File: src/rtl/wpr_pkg.sv
package wpr_pkg;

  typedef enum logic [3:0] {
    ST_IDLE,
    ST_ADDR,
    ST_AACK,
    ST_CMD,
    ST_CACK,
    ST_DATA,
    ST_DACK,
    ST_TX,
    ST_MACK,
    ST_DONE
  } bus_st_t;

  localparam logic [3:0] OP_WR_WIPER = 4'h1;
  localparam logic [3:0] OP_WR_STORE = 4'h2;
  localparam logic [3:0] OP_COPY     = 4'h3;
  localparam logic [3:0] OP_RD_WIPER = 4'h4;
  localparam logic [3:0] OP_RD_STORE = 4'h5;

  typedef struct packed {
    logic       wr_wiper;
    logic       wr_store;
    logic       copy_store;
    logic [1:0] idx;
  } reg_cmd_t;

  function automatic logic op_valid(input logic [3:0] op);
    return (op >= OP_WR_WIPER) && (op <= OP_RD_STORE);
  endfunction

endpackage

File: src/rtl/wpr_bus_sync.sv
module wpr_bus_sync #(
  parameter int STAGES = 2
) (
  input  logic clk,
  input  logic rst_n,
  input  logic scl_i,
  input  logic sda_i,
  output logic scl_s,
  output logic sda_s,
  output logic scl_rise,
  output logic scl_fall,
  output logic start_det,
  output logic stop_det
);
  logic [STAGES-1:0] scl_ff, sda_ff;
  logic              scl_p, sda_p;

  generate
    if (STAGES == 1) begin : g_one
      always_ff @(posedge clk or negedge rst_n) begin
        if (!rst_n) begin
          scl_ff <= '1;
          sda_ff <= '1;
        end else begin
          scl_ff <= scl_i;
          sda_ff <= sda_i;
        end
      end
    end else begin : g_chain
      always_ff @(posedge clk or negedge rst_n) begin
        if (!rst_n) begin
          scl_ff <= '1;
          sda_ff <= '1;
        end else begin
          scl_ff <= {scl_ff[STAGES-2:0], scl_i};
          sda_ff <= {sda_ff[STAGES-2:0], sda_i};
        end
      end
    end
  endgenerate

  assign scl_s = scl_ff[STAGES-1];
  assign sda_s = sda_ff[STAGES-1];

  always_ff @(posedge clk or negedge rst_n) begin
    if (!rst_n) begin
      scl_p <= 1'b1;
      sda_p <= 1'b1;
    end else begin
      scl_p <= scl_s;
      sda_p <= sda_s;
    end
  end

  assign scl_rise  = scl_s & ~scl_p;
  assign scl_fall  = ~scl_s & scl_p;
  assign start_det = scl_s & scl_p & sda_p & ~sda_s;
  assign stop_det  = scl_s & scl_p & ~sda_p & sda_s;

endmodule

File: src/rtl/wpr_bus_fsm.sv
module wpr_bus_fsm
  import wpr_pkg::*;
#(
  parameter logic [6:0] SLAVE_ADDR = 7'h2C,
  parameter int         VAL_W      = 10
) (
  input  logic             clk,
  input  logic             rst_n,
  input  logic             sda_s,
  input  logic             scl_rise,
  input  logic             scl_fall,
  input  logic             start_det,
  input  logic             stop_det,
  input  logic [VAL_W-1:0] rd_val,
  output logic             rd_store,
  output logic [1:0]       rd_idx,
  output reg_cmd_t         wr_cmd,
  output logic [VAL_W-1:0] wr_val,
  output logic             sda_oe
);
  localparam int HI_W = VAL_W - 8;

  bus_st_t    st_q;
  logic [3:0] cnt_q;
  logic [7:0] rx_q;
  logic [7:0] cmd_q;
  logic [7:0] tx_q;
  logic       hi_next_q;
  logic       mack_q;
  logic       oe_q;
  reg_cmd_t   wr_q;
  logic [VAL_W-1:0] wv_q;

  logic [7:0] lo_byte, hi_byte, next_byte;
  logic       byte_in;

  assign lo_byte   = rd_val[7:0];
  assign hi_byte   = {{(8-HI_W){1'b0}}, rd_val[VAL_W-1:8]};
  assign next_byte = hi_next_q ? hi_byte : lo_byte;
  assign byte_in   = scl_fall && (cnt_q == 4'd8);

  assign rd_store = (cmd_q[7:4] == OP_RD_STORE);
  assign rd_idx   = cmd_q[3:2];
  assign wr_cmd   = wr_q;
  assign wr_val   = wv_q;
  assign sda_oe   = oe_q;

  always_ff @(posedge clk or negedge rst_n) begin
    if (!rst_n) begin
      st_q      <= ST_IDLE;
      cnt_q     <= '0;
      rx_q      <= '0;
      cmd_q     <= '0;
      tx_q      <= '0;
      hi_next_q <= 1'b0;
      mack_q    <= 1'b0;
      oe_q      <= 1'b0;
      wr_q      <= '0;
      wv_q      <= '0;
    end else begin
      wr_q <= '0;
      if (stop_det) begin
        st_q <= ST_IDLE;
        oe_q <= 1'b0;
      end else if (start_det) begin
        st_q  <= ST_ADDR;
        cnt_q <= '0;
        oe_q  <= 1'b0;
      end else begin
        unique case (st_q)
          ST_ADDR, ST_CMD, ST_DATA: begin
            if (scl_rise && cnt_q < 4'd8) begin
              rx_q  <= {rx_q[6:0], sda_s};
              cnt_q <= cnt_q + 4'd1;
            end else if (byte_in) begin
              if (st_q == ST_ADDR) begin
                if (rx_q == {SLAVE_ADDR, 1'b0}) begin
                  oe_q <= 1'b1;
                  st_q <= ST_AACK;
                end else begin
                  st_q <= ST_DONE;
                end
              end else if (st_q == ST_CMD) begin
                if (op_valid(rx_q[7:4])) begin
                  cmd_q <= rx_q;
                  oe_q  <= 1'b1;
                  st_q  <= ST_CACK;
                end else begin
                  st_q <= ST_DONE;
                end
              end else begin
                oe_q <= 1'b1;
                st_q <= ST_DACK;
              end
            end
          end
          ST_AACK: begin
            if (scl_fall) begin
              oe_q  <= 1'b0;
              cnt_q <= '0;
              st_q  <= ST_CMD;
            end
          end
          ST_CACK: begin
            if (scl_fall) begin
              cnt_q <= '0;
              unique case (cmd_q[7:4])
                OP_WR_WIPER, OP_WR_STORE: begin
                  oe_q <= 1'b0;
                  st_q <= ST_DATA;
                end
                OP_COPY: begin
                  oe_q            <= 1'b0;
                  wr_q.copy_store <= 1'b1;
                  wr_q.idx        <= cmd_q[3:2];
                  st_q            <= ST_DONE;
                end
                default: begin
                  tx_q      <= lo_byte;
                  oe_q      <= ~lo_byte[7];
                  hi_next_q <= 1'b1;
                  st_q      <= ST_TX;
                end
              endcase
            end
          end
          ST_DACK: begin
            if (scl_fall) begin
              oe_q          <= 1'b0;
              wr_q.wr_wiper <= (cmd_q[7:4] == OP_WR_WIPER);
              wr_q.wr_store <= (cmd_q[7:4] == OP_WR_STORE);
              wr_q.idx      <= cmd_q[3:2];
              wv_q          <= {cmd_q[HI_W-1:0], rx_q};
              st_q          <= ST_DONE;
            end
          end
          ST_TX: begin
            if (scl_rise) begin
              cnt_q <= cnt_q + 4'd1;
            end else if (scl_fall) begin
              if (cnt_q == 4'd8) begin
                oe_q <= 1'b0;
                st_q <= ST_MACK;
              end else begin
                tx_q <= {tx_q[6:0], 1'b0};
                oe_q <= ~tx_q[6];
              end
            end
          end
          ST_MACK: begin
            if (scl_rise) begin
              mack_q <= ~sda_s;
            end else if (scl_fall) begin
              if (mack_q) begin
                tx_q      <= next_byte;
                oe_q      <= ~next_byte[7];
                hi_next_q <= ~hi_next_q;
                cnt_q     <= '0;
                st_q      <= ST_TX;
              end else begin
                st_q <= ST_DONE;
              end
            end
          end
          default: ;
        endcase
      end
    end
  end

endmodule

File: src/rtl/wpr_regs.sv
module wpr_regs
  import wpr_pkg::*;
#(
  parameter int               VAL_W     = 10,
  parameter int               NREG      = 4,
  parameter logic [VAL_W-1:0] RESET_VAL = 10'h200
) (
  input  logic             clk,
  input  logic             rst_n,
  input  reg_cmd_t         wr_cmd,
  input  logic [VAL_W-1:0] wr_val,
  input  logic             rd_store,
  input  logic [1:0]       rd_idx,
  output logic [VAL_W-1:0] rd_val,
  output logic [VAL_W-1:0] wiper
);
  logic [VAL_W-1:0] store_q [NREG];
  logic [VAL_W-1:0] wiper_q;

  generate
    for (genvar g = 0; g < NREG; g++) begin : g_store
      always_ff @(posedge clk or negedge rst_n) begin
        if (!rst_n) begin
          store_q[g] <= RESET_VAL;
        end else if (wr_cmd.wr_store && wr_cmd.idx == 2'(g)) begin
          store_q[g] <= wr_val;
        end
      end
    end
  endgenerate

  always_ff @(posedge clk or negedge rst_n) begin
    if (!rst_n) begin
      wiper_q <= RESET_VAL;
    end else if (wr_cmd.wr_wiper) begin
      wiper_q <= wr_val;
    end else if (wr_cmd.copy_store) begin
      wiper_q <= store_q[wr_cmd.idx];
    end
  end

  assign rd_val = rd_store ? store_q[rd_idx] : wiper_q;
  assign wiper  = wiper_q;

endmodule

File: src/rtl/wpr_tap_decode.sv
module wpr_tap_decode #(
  parameter int VAL_W = 10,
  localparam int TAPS = 1 << VAL_W
) (
  input  logic [VAL_W-1:0] wiper,
  output logic [TAPS-1:0]  tap_sel
);
  generate
    for (genvar i = 0; i < TAPS; i++) begin : g_tap
      assign tap_sel[i] = (wiper == VAL_W'(i));
    end
  endgenerate
endmodule

File: src/rtl/wiper_i2c_ctrl.sv
module wiper_i2c_ctrl
  import wpr_pkg::*;
#(
  parameter logic [6:0] SLAVE_ADDR  = 7'h2C,
  parameter int         VAL_W       = 10,
  parameter int         NREG        = 4,
  parameter int         SYNC_STAGES = 2,
  parameter logic [VAL_W-1:0] RESET_VAL = 10'h200
) (
  input  logic                    clk,
  input  logic                    rst_n,
  input  logic                    scl_i,
  input  logic                    sda_i,
  output logic                    sda_oe,
  output logic [(1<<VAL_W)-1:0]   tap_sel
);
  logic scl_s, sda_s, scl_rise, scl_fall, start_det, stop_det;
  logic             rd_store;
  logic [1:0]       rd_idx;
  logic [VAL_W-1:0] rd_val, wr_val, wiper;
  reg_cmd_t         wr_cmd;

  wpr_bus_sync #(.STAGES(SYNC_STAGES)) u_sync (
    .clk(clk), .rst_n(rst_n), .scl_i(scl_i), .sda_i(sda_i),
    .scl_s(scl_s), .sda_s(sda_s), .scl_rise(scl_rise), .scl_fall(scl_fall),
    .start_det(start_det), .stop_det(stop_det)
  );

  wpr_bus_fsm #(.SLAVE_ADDR(SLAVE_ADDR), .VAL_W(VAL_W)) u_fsm (
    .clk(clk), .rst_n(rst_n), .sda_s(sda_s), .scl_rise(scl_rise),
    .scl_fall(scl_fall), .start_det(start_det), .stop_det(stop_det),
    .rd_val(rd_val), .rd_store(rd_store), .rd_idx(rd_idx),
    .wr_cmd(wr_cmd), .wr_val(wr_val), .sda_oe(sda_oe)
  );

  wpr_regs #(.VAL_W(VAL_W), .NREG(NREG), .RESET_VAL(RESET_VAL)) u_regs (
    .clk(clk), .rst_n(rst_n), .wr_cmd(wr_cmd), .wr_val(wr_val),
    .rd_store(rd_store), .rd_idx(rd_idx), .rd_val(rd_val), .wiper(wiper)
  );

  wpr_tap_decode #(.VAL_W(VAL_W)) u_dec (
    .wiper(wiper), .tap_sel(tap_sel)
  );

endmodule

File: config.mk
export PLATFORM = sky130hd
export DESIGN_NAME = wiper_i2c_ctrl
export DESIGN_NICKNAME = d
export VERILOG_FILES = /design/src/rtl/wpr_pkg.sv /design/src/rtl/wpr_bus_sync.sv /design/src/rtl/wpr_bus_fsm.sv /design/src/rtl/wpr_regs.sv /design/src/rtl/wpr_tap_decode.sv /design/src/rtl/wiper_i2c_ctrl.sv
export SDC_FILE = /design/constraint.sdc
export NUM_CORES = 1
export LEC_CHECK = 0
export ABC_CLOCK_PERIOD_IN_PS = 4500
export CORE_AREA = 10 10 388 390
export DETAILED_ROUTE_END_ITERATION = 10
export DIE_AREA = 0 0 398 400
export PLACE_DENSITY = 0.42
export REMOVE_ABC_BUFFERS = 1
export SLEW_MARGIN = 10
export SYNTH_ARGS = -nofsm -noshare
export SYNTH_HDL_FRONTEND = slang
export SYNTH_HIERARCHICAL = 1
export SYNTH_SLANG_ARGS = --single-unit
File: constraint.sdc
create_clock -name clk -period 4.5 [get_ports clk]
set_input_delay 0.9 -clock clk [delete_from_list [all_inputs] [get_ports clk]]
set_output_delay 0.9 -clock clk [all_outputs]
set_load 0.1 [all_outputs]
==> results.txt, run 1 <==
----------------------------------------------------
[Global routing]
  Maximum number of pins on one net before global-route repair ... 90
  Vias in the first global route ... 17600
  Grt ovf ... 0
  First-pass GRT wire length ... 156000 um
  Total Routing Usage GR ... 13.5%
  Initial antenna violation count ... 6

[Synthesis]
  Register bit count reported by yosys ... 105
  Share of async-settable or async-resettable flops after synthesis ... 100%
  Area share of the largest cell type after synthesis ... 24.1%
  Synth Area per Inst ... 7.77 sq um
  Top flip-flop cell by instance count after synthesis ... sky130_fd_sc_hd__dfrtp_1
  Area contributors post-synth ... sky130_fd_sc_hd__nor3_1, sky130_fd_sc_hd__nor3_2, sky130_fd_sc_hd__dfrtp_1, sky130_fd_sc_hd__buf_2, sky130_fd_sc_hd__mux2_2
  Library cell with the largest summed area after synthesis ... sky130_fd_sc_hd__nor3_1
  Part of the Yosys area used for sequential elements ... 18.0%
  Count of flip-flops with a built-in enable after synthesis ... 0
  Yosys warning total ... 6
  Unique masters post-synth ... 71
  Synth Cell Area ... 14700 sq um
  Synth Instances ... 1890

[Power and ir drop]
  Power per Cell Area ... 93.3 nW/um^2
  Static Leak ... 10.3 nW
  Total power ... 2.73 mW
  Worst voltage drop across the vdd grid ... 0.198 mV

[STA]
  Clock period minus final worst setup slack ... 4010 ps
  Number of pins exceeding their max-slew limit in the final report ... 0
  Number of endpoints with negative hold slack in the final report ... 0
  Final Cycle Share ... 89.0%
  Setup_tns ... 0 ps
  Final number of setup-violating endpoints ... 0
  Transition time of the tightest slew-check pin ... 1310 ps
  Relative slew slack ... 12.5%
  Setup repair after global routing missed its margin ... no
  Highest Clock Rate ... 250 MHz
  PnR worst setup slack ... 493 ps
  Max Clock Skew ... 18.6 ps

[Finish]
  Area occupied by registers ... 2640 sq um
  Area growth, synth to finish ... 99.3%
  Fraction of final layout cells sized beyond drive strength 1 ... 59.7%
  Most common library cell in the layout ignoring fill and taps ... sky130_fd_sc_hd__nor3_1
  Total Nets Final ... 2653
  Count of filler cells inserted in the layout ... 15600
  Highest-count cells in the layout ignoring fill and taps ... sky130_fd_sc_hd__nor3_1, sky130_fd_sc_hd__buf_4, sky130_fd_sc_hd__buf_12
  Final Non-Filler Cells ... 4559
  Multi-input gate area in the final layout ... 10200 sq um

[Clock tree]
  Clock sink count ... 105
  Post-cts repair resize count ... 0
  Hold-fix buffers at CTS ... 0
  Clock tree from TritonCTS ... yes
  Number of buffers on the longest clock path ... 2
  Clock transition at the register clock pins on the worst setup and hold paths after CTS ... 80 ps
  H-tree lvl count ... 3
  Number of post-CTS setup repair buffers ... 0
  Number of buffers created by CTS ... 9
  Clk Tree Root Cell ... sky130_fd_sc_hd__clkbuf_16
  Clock latency on the worst-skew pair ... 370 ps

[Worst setup path]
  Capture point of the worst reg-to-reg path ... u_fsm/cnt_q[0]$_DFFE_PN0P_
  Maximum single-stage delay on the critical path ... 900 ps
  Setup crit end kind ... primary output
  Number of cell instances on the worst register-to-register path ... 5
  Data required time at the worst endpoint ... 3600 ps
  Crit-path slowest cell ... sky130_fd_sc_hd__or4b_4
  Worst setup slack for register-to-register paths ... 1870 ps
  Classification of the worst setup path ... reg -> out
  Top fanout value on the critical path ... 47
  Series of cell instances along the critical path ... or4b_4 > buf_4 > nor3_1 > buf_12
  Kind of start point of the critical path ... flop
  Critical path data arrival time ... 3110 ps
  Reg2reg start ... u_fsm/st_q[1]$_DFFE_PN0P_

[Route]
  Violation count after the first detailed-route iteration ... 1104
  Average wire per standard cell ... 25.7 um
  Top sig layer ... met4
  Average vias per placed instance ... 3.98
  Met3 wirelength from detailed routing ... 8130 um
  Remaining DRCs ... 0
  Number of detailed-routing iterations run before antenna repair ... 5
  Antenna-violating nets left ... 0
  Met2 routed wirelength ... 58100 um
  Detailed-route via count ... 18200
  Routed length on met1 ... 48200 um
  Detailed-route wire length ... 117000 um

[Job]
  Max-cap violation count ... 0

[Die]
  # rows ... 139
  Core Box Area ... 143000 sq um
  Die Y ... 400 um
  Initial core utilization ... 10.3%
  X dimension of the die ... 398 um
  Area enclosed by the die boundary ... 159000 sq um
  Number of top-level design ports ... 1029

[Worst hold path]
  Hold path startpoint ... u_sync/scl_ff[0]$_DFF_PN1_
  Worst-case hold path end point ... u_sync/scl_ff[1]$_DFF_PN1_
  Hold/Removal Path Class ... reg -> reg
  Number of cells on the worst hold path ... 0

[Place]
  Worst setup slack after placement ... 889 ps
  Routability-driven placement congestion ratio ... 0.776
  Port bufs ... 1028
  Placed cell count ... 4539
  Placed wire-length estimate ... 83900 um

[Run status]
  Run status ... complete, no violations

----------------------------------------------------
## per-layer routing
layer	up-vias	track usage, %
li1	8345	-
met1	8967	16.5
met2	751	23.5
met3	90	3.44
met4	0	2.95
met5	-	0
## area by class of cell
cell class / instances / share of cell area, %
Antenna cell: 4 / 0.0342
Clock buffer: 9 / 0.769
Clock inverter: 7 / 0.239
Inverter: 15 / 0.192
Multi-Input combinational cell: 1391 / 34.7
Sequential cell: 105 / 9.03
Tap cell: 1903 / 8.13
Timing Repair Buffer: 1125 / 46.9
## sequential cells by signal, summed over array words and instances, names as in the netlist
register and flops:
u_fsm/st_q 4, u_regs/store_q 40, u_sync/scl_p 1, u_fsm/cmd_q 8, u_sync/sda_p 1, u_fsm/wr_val 10
u_sync/sda_ff 2, u_sync/scl_ff 2, u_fsm/cnt_q 4, u_fsm/wr_cmd 5, u_fsm/mack_q 1, u_fsm/tx_q 7
u_fsm/rx_q 8, u_fsm/sda_oe 1, u_fsm/hi_next_q 1, u_regs/wiper 10
## cell families (layout without fill, tap and decap cells)
| group | count (synthesis) | count (layout) | synth area share, % |
|---|---|---|---|
| AOI/OAI and AO/OA | 98 | 98 | 4.35 |
| xor gates and xnor gates | 1 | 1 | 0.0597 |
| adders and majority gates | 2 | 2 | 0.170 |
| buffers and inverters | 394 | 1156 | 14.7 |
| DFF | 105 | 105 | 18.0 |
| muxes | 85 | 85 | 8.12 |
| other | 0 | 4 | 0 |
| and+or+nand+nor | 1205 | 1205 | 54.7 |
## worst max-delay path, delay by kind of cell (launching register included)
family | cells | cell delay (ps)
buffers and inverters | 2 | 590
and+or+nand+nor | 2 | 1210
DFF | 1 | 830
## Yosys cell counts (3+ instances only)
cell                          n
sky130_fd_sc_hd__nor3_1     707
sky130_fd_sc_hd__nor3_2     322
sky130_fd_sc_hd__buf_2      135
sky130_fd_sc_hd__clkbuf_1   113
sky130_fd_sc_hd__dfrtp_1     94
sky130_fd_sc_hd__buf_1       62
sky130_fd_sc_hd__mux2_2      49
sky130_fd_sc_hd__buf_6       46
sky130_fd_sc_hd__nand2_1     45
sky130_fd_sc_hd__o21ai_0     38
sky130_fd_sc_hd__mux4_2      18
sky130_fd_sc_hd__nand4bb_1   17
sky130_fd_sc_hd__a21oi_1     16
sky130_fd_sc_hd__buf_4       16
sky130_fd_sc_hd__inv_1       15
sky130_fd_sc_hd__nor2b_1     15
sky130_fd_sc_hd__or4b_1      14
sky130_fd_sc_hd__nand2b_1    13
sky130_fd_sc_hd__nand4b_1    13
sky130_fd_sc_hd__dfstp_2     11
sky130_fd_sc_hd__a211oi_1    10
sky130_fd_sc_hd__mux2_1      10
sky130_fd_sc_hd__nor2_1       9
sky130_fd_sc_hd__nand3_1      7
sky130_fd_sc_hd__a22o_1       6
sky130_fd_sc_hd__buf_12       6
sky130_fd_sc_hd__nor4bb_1     5
sky130_fd_sc_hd__a31oi_1      4
sky130_fd_sc_hd__mux2i_1      4
sky130_fd_sc_hd__nand3b_1     4
sky130_fd_sc_hd__nand4_1      4
sky130_fd_sc_hd__nor3b_1      4
sky130_fd_sc_hd__and3_1       3
sky130_fd_sc_hd__and4b_1      3
## worst max-delay path by stage
stage | from | end | slack, ps | cells after the start
after floorplan | u_regs/wiper[1]$_DFFE_PN0P_ | tap_sel[1009] | -4690 | 2
after global placement | u_regs/wiper[3]$_DFFE_PN0P_ | tap_sel[106] | 950 | 4
after detailed placement | u_regs/wiper[3]$_DFFE_PN0P_ | tap_sel[106] | 890 | 4
after CTS | u_regs/wiper[3]$_DFFE_PN0P_ | tap_sel[106] | 480 | 4
after global routing | u_regs/wiper[3]$_DFFE_PN0P_ | tap_sel[106] | 340 | 4
final | u_regs/wiper[3]$_DFFE_PN0P_ | tap_sel[106] | 490 | 4
## report_power, final
group | leakage, nW | switching, mW | internal, mW | total [mW]
combinational | 8.72 | 0.360 | 0.317 | 0.677
sequential | 1.40 | 0.218 | 1.04 | 1.25
clock | 0.141 | 0.410 | 0.391 | 0.801
## through the flow
step                utilization (%)  hold WS (ps)  cell area [sq um]
floorplan                         -           345              12600
global placement               20.3           347              29000
detailed placement             20.3           347              29000
CTS                            20.5           359              29300
global route                   20.5           362              29300
finish                         20.5           358              29300
No activity file was read; power rests on OpenSTA's default activity.
==> run 2: changes to the inputs <==
- SKIP_LAST_GASP: not set -> 1
==> results of run 2 <==
No change in the layout: final DEF, timing and power equal those of run 1.
==> run 3: changes to the inputs <==
==> constraint.sdc (replaced) <==
create_clock -name clk -period 4.5 [get_ports clk]
set_input_delay 0.675 -clock clk [delete_from_list [all_inputs] [get_ports clk]]
set_output_delay 0.675 -clock clk [all_outputs]
set_load 0.1 [all_outputs]
==> results.txt, run 3 (synthesis results as in run 1) <==
----------------------------------------------------
[Worst hold path]
  Hold/Removal Path Class ... in -> async

[Finish]
  Max reg flops ... 40 (unchanged)
  Count of filler cells inserted in the layout ... 16000 (+2.3%)
  Total Nets Final ... 2633 (-0.75%)
  Highest-count cells in the layout ignoring fill and taps ... sky130_fd_sc_hd__buf_4, sky130_fd_sc_hd__nor3_1, sky130_fd_sc_hd__nor3_2
  Area growth, synth to finish ... 77.4%
  Share of the core filled with cells in the final layout ... 18.2% (-2.3 points)
  Most common library cell in the layout ignoring fill and taps ... sky130_fd_sc_hd__buf_4
  Register with the highest flop count ... u_regs/store_q
  Final Non-Filler Cells ... 4538 (-0.46%)
  Fraction of final layout cells sized beyond drive strength 1 ... 59.4% (-0.31 points)

[Place]
  Port bufs ... 1028 (unchanged)
  Routability-driven placement congestion ratio ... 0.775 (-0.14%)
  Placed wire-length estimate ... 78500 um (-6.4%)
  Placed cell count ... 4519 (-0.44%)

[Global routing]
  Grt ovf ... 0 (unchanged)
  Maximum number of pins on one net before global-route repair ... 127 (+41%)
  Initial antenna violation count ... 8 (+2)
  Total Routing Usage GR ... 12.8% (-0.68 points)
  First-pass GRT wire length ... 151000 um (-3.7%)
  Vias in the first global route ... 17600 (-0.045%)

[Route]
  Remaining DRCs ... 0 (unchanged)
  Antenna-violating nets left ... 0 (unchanged)
  Average wire per standard cell ... 24.4 um (-4.8%)
  Number of detailed-routing iterations run before antenna repair ... 5 (unchanged)
  Detailed-route via count ... 18100 (-0.22%)
  Detailed-route wire length ... 111000 um (-5.3%)
  Violation count after the first detailed-route iteration ... 1052 (-4.7%)
  Average vias per placed instance ... 3.99 (+0.24%)

[Clock tree]
  H-tree lvl count ... 3 (unchanged)
  Post-cts repair resize count ... 0 (unchanged)
  Clock sink count ... 105 (unchanged)
  Clock latency on the worst-skew pair ... 360 ps (about the same)
  Number of buffers created by CTS ... 9 (unchanged)
  Clock transition at the register clock pins on the worst setup and hold paths after CTS ... 90 ps (about the same)
  Number of post-CTS setup repair buffers ... 0 (unchanged)
  Clock tree from TritonCTS ... yes
  Clk Tree Root Cell ... sky130_fd_sc_hd__clkbuf_16
  Hold-fix buffers at CTS ... 0 (unchanged)
  Number of buffers on the longest clock path ... 2 (unchanged)

[STA]
  Clock period minus final worst setup slack ... 3940 ps (-69.9 ps)
  Transition time of the tightest slew-check pin ... 1150 ps (-168 ps)
  Final number of setup-violating endpoints ... 0 (unchanged)
  Number of pins exceeding their max-slew limit in the final report ... 0 (unchanged)
  Max Clock Skew ... 17.9 ps (-0.673 ps)
  Number of endpoints with negative hold slack in the final report ... 0 (unchanged)
  Highest Clock Rate ... 254 MHz (+1.8%)
  Post-Route Hold Slack ... 322 ps (-36.1 ps)
  Final Cycle Share ... 87.5% (-1.6 points)
  Setup repair after global routing missed its margin ... no
  Relative slew slack ... 23.7% (+11 points)

[Die]
  Core Box Area ... 143000 sq um (unchanged)
  Die Y ... 400 um (unchanged)
  X dimension of the die ... 398 um (unchanged)
  Initial core utilization ... 10.3% (unchanged)
  Number of top-level design ports ... 1029 (unchanged)
  # rows ... 139 (unchanged)
  Area enclosed by the die boundary ... 159000 sq um (unchanged)

[Worst setup path]
  Setup crit end kind ... primary output
  Data required time at the worst endpoint ... 3830 ps (+230 ps)
  Kind of start point of the critical path ... flop
  Critical path data arrival time ... 3260 ps (+150 ps)
  Classification of the worst setup path ... reg -> out
  Worst setup slack for register-to-register paths ... 1870 ps (about the same)
  Top fanout value on the critical path ... 29 (-38%)

[Job]
  Max-cap violation count ... 0 (unchanged)

[Power and ir drop]
  Static Leak ... 9.49 nW (-7.5%)
  Worst voltage drop across the vdd grid ... 0.184 mV (-6.6%)
  Power per Cell Area ... 106 nW/um^2 (+13%)

[Run status]
  Run status ... complete, no violations

----------------------------------------------------
## run 3: changes by cell type in the layout (fill, tap and decap cells not counted), sizes merged
cell	previous run	this run
clkinv	3	1
inv	18	19
buf	1122	1102
clkbuf	9	10
diode	4	3
## run 3: worst max-delay path, stage by stage, from the launching register on
cell	delay, ps
sky130_fd_sc_hd__dfrtp_1	990
sky130_fd_sc_hd__nand4bb_4	800
sky130_fd_sc_hd__buf_4	520
sky130_fd_sc_hd__nor3_1	220
sky130_fd_sc_hd__buf_4	330
## run 3: cell type report
type / count / area [sq um] / share of cell area (%)
inverters: 15 / 56.3 / 0.216
multi-input cells: 1391 / 10200 / 39.0
clock inverters: 6 / 66.3 / 0.255
repair buffers: 1105 / 10500 / 40.3
flip-flops and latches: 105 / 2640 / 10.1
clock buffers: 10 / 239 / 0.917
well taps: 1903 / 2380 / 9.14
diodes: 3 / 7.51 / 0.0288
## run 3: worst paths after layout
| path | from | endpoint | cells after the start |
|---|---|---|---|
| worst min register to register | u_sync/sda_ff[0]$_DFF_PN1_ | u_sync/sda_ff[1]$_DFF_PN1_ | 0 |
| min in group clk | u_sync/sda_ff[0]$_DFF_PN1_ | u_sync/sda_ff[1]$_DFF_PN1_ | 0 |
| worst max-delay path | u_regs/wiper[8]$_DFFE_PN0P_ | tap_sel[818] | 4 |
| worst min-delay path | rst_n | u_fsm/wr_val[8]$_DFFE_PN0P_ | 1 |
| worst max register to register | u_fsm/st_q[1]$_DFFE_PN0P_ | u_fsm/cnt_q[0]$_DFFE_PN0P_ | 5 |
| max in group asynchronous | rst_n | u_regs/wiper[2]$_DFFE_PN0P_ | 2 |
## run 3: metrics by stage
| step | cell area, sq um | power [mW] | TNS (ps) | worst slack, ps |
|---|---|---|---|---|
| 6_report | 26100 | 2.75 | 0 | 563 |
| 4_1_cts | 26000 | 2.78 | 0 | 525 |
| 5_1_grt | 26000 | 2.91 | 0 | 327 |
| 3_3_place_gp | 25700 | 1.94 | 0 | 1000 |
| 3_5_place_dp | 25700 | 1.95 | 0 | 934 |
| 2_1_floorplan | 12600 | 1.72 | -2555340 | -4470 |
## run 3: power by group
part           internal, mW  total (mW)  switching [mW]
registers              1.04        1.25           0.213
clock network         0.410       0.820           0.410
logic                 0.317       0.683           0.365
total                  1.76        2.75           0.988
## run 3: per-layer routing
metal	wire, um	global-route usage [%]	vias up
met5	0	0	-
met4	1890	2.29	0
met3	7250	2.65	63
met2	55900	22.7	757
met1	45800	16.0	9008
li1	-	-	8285
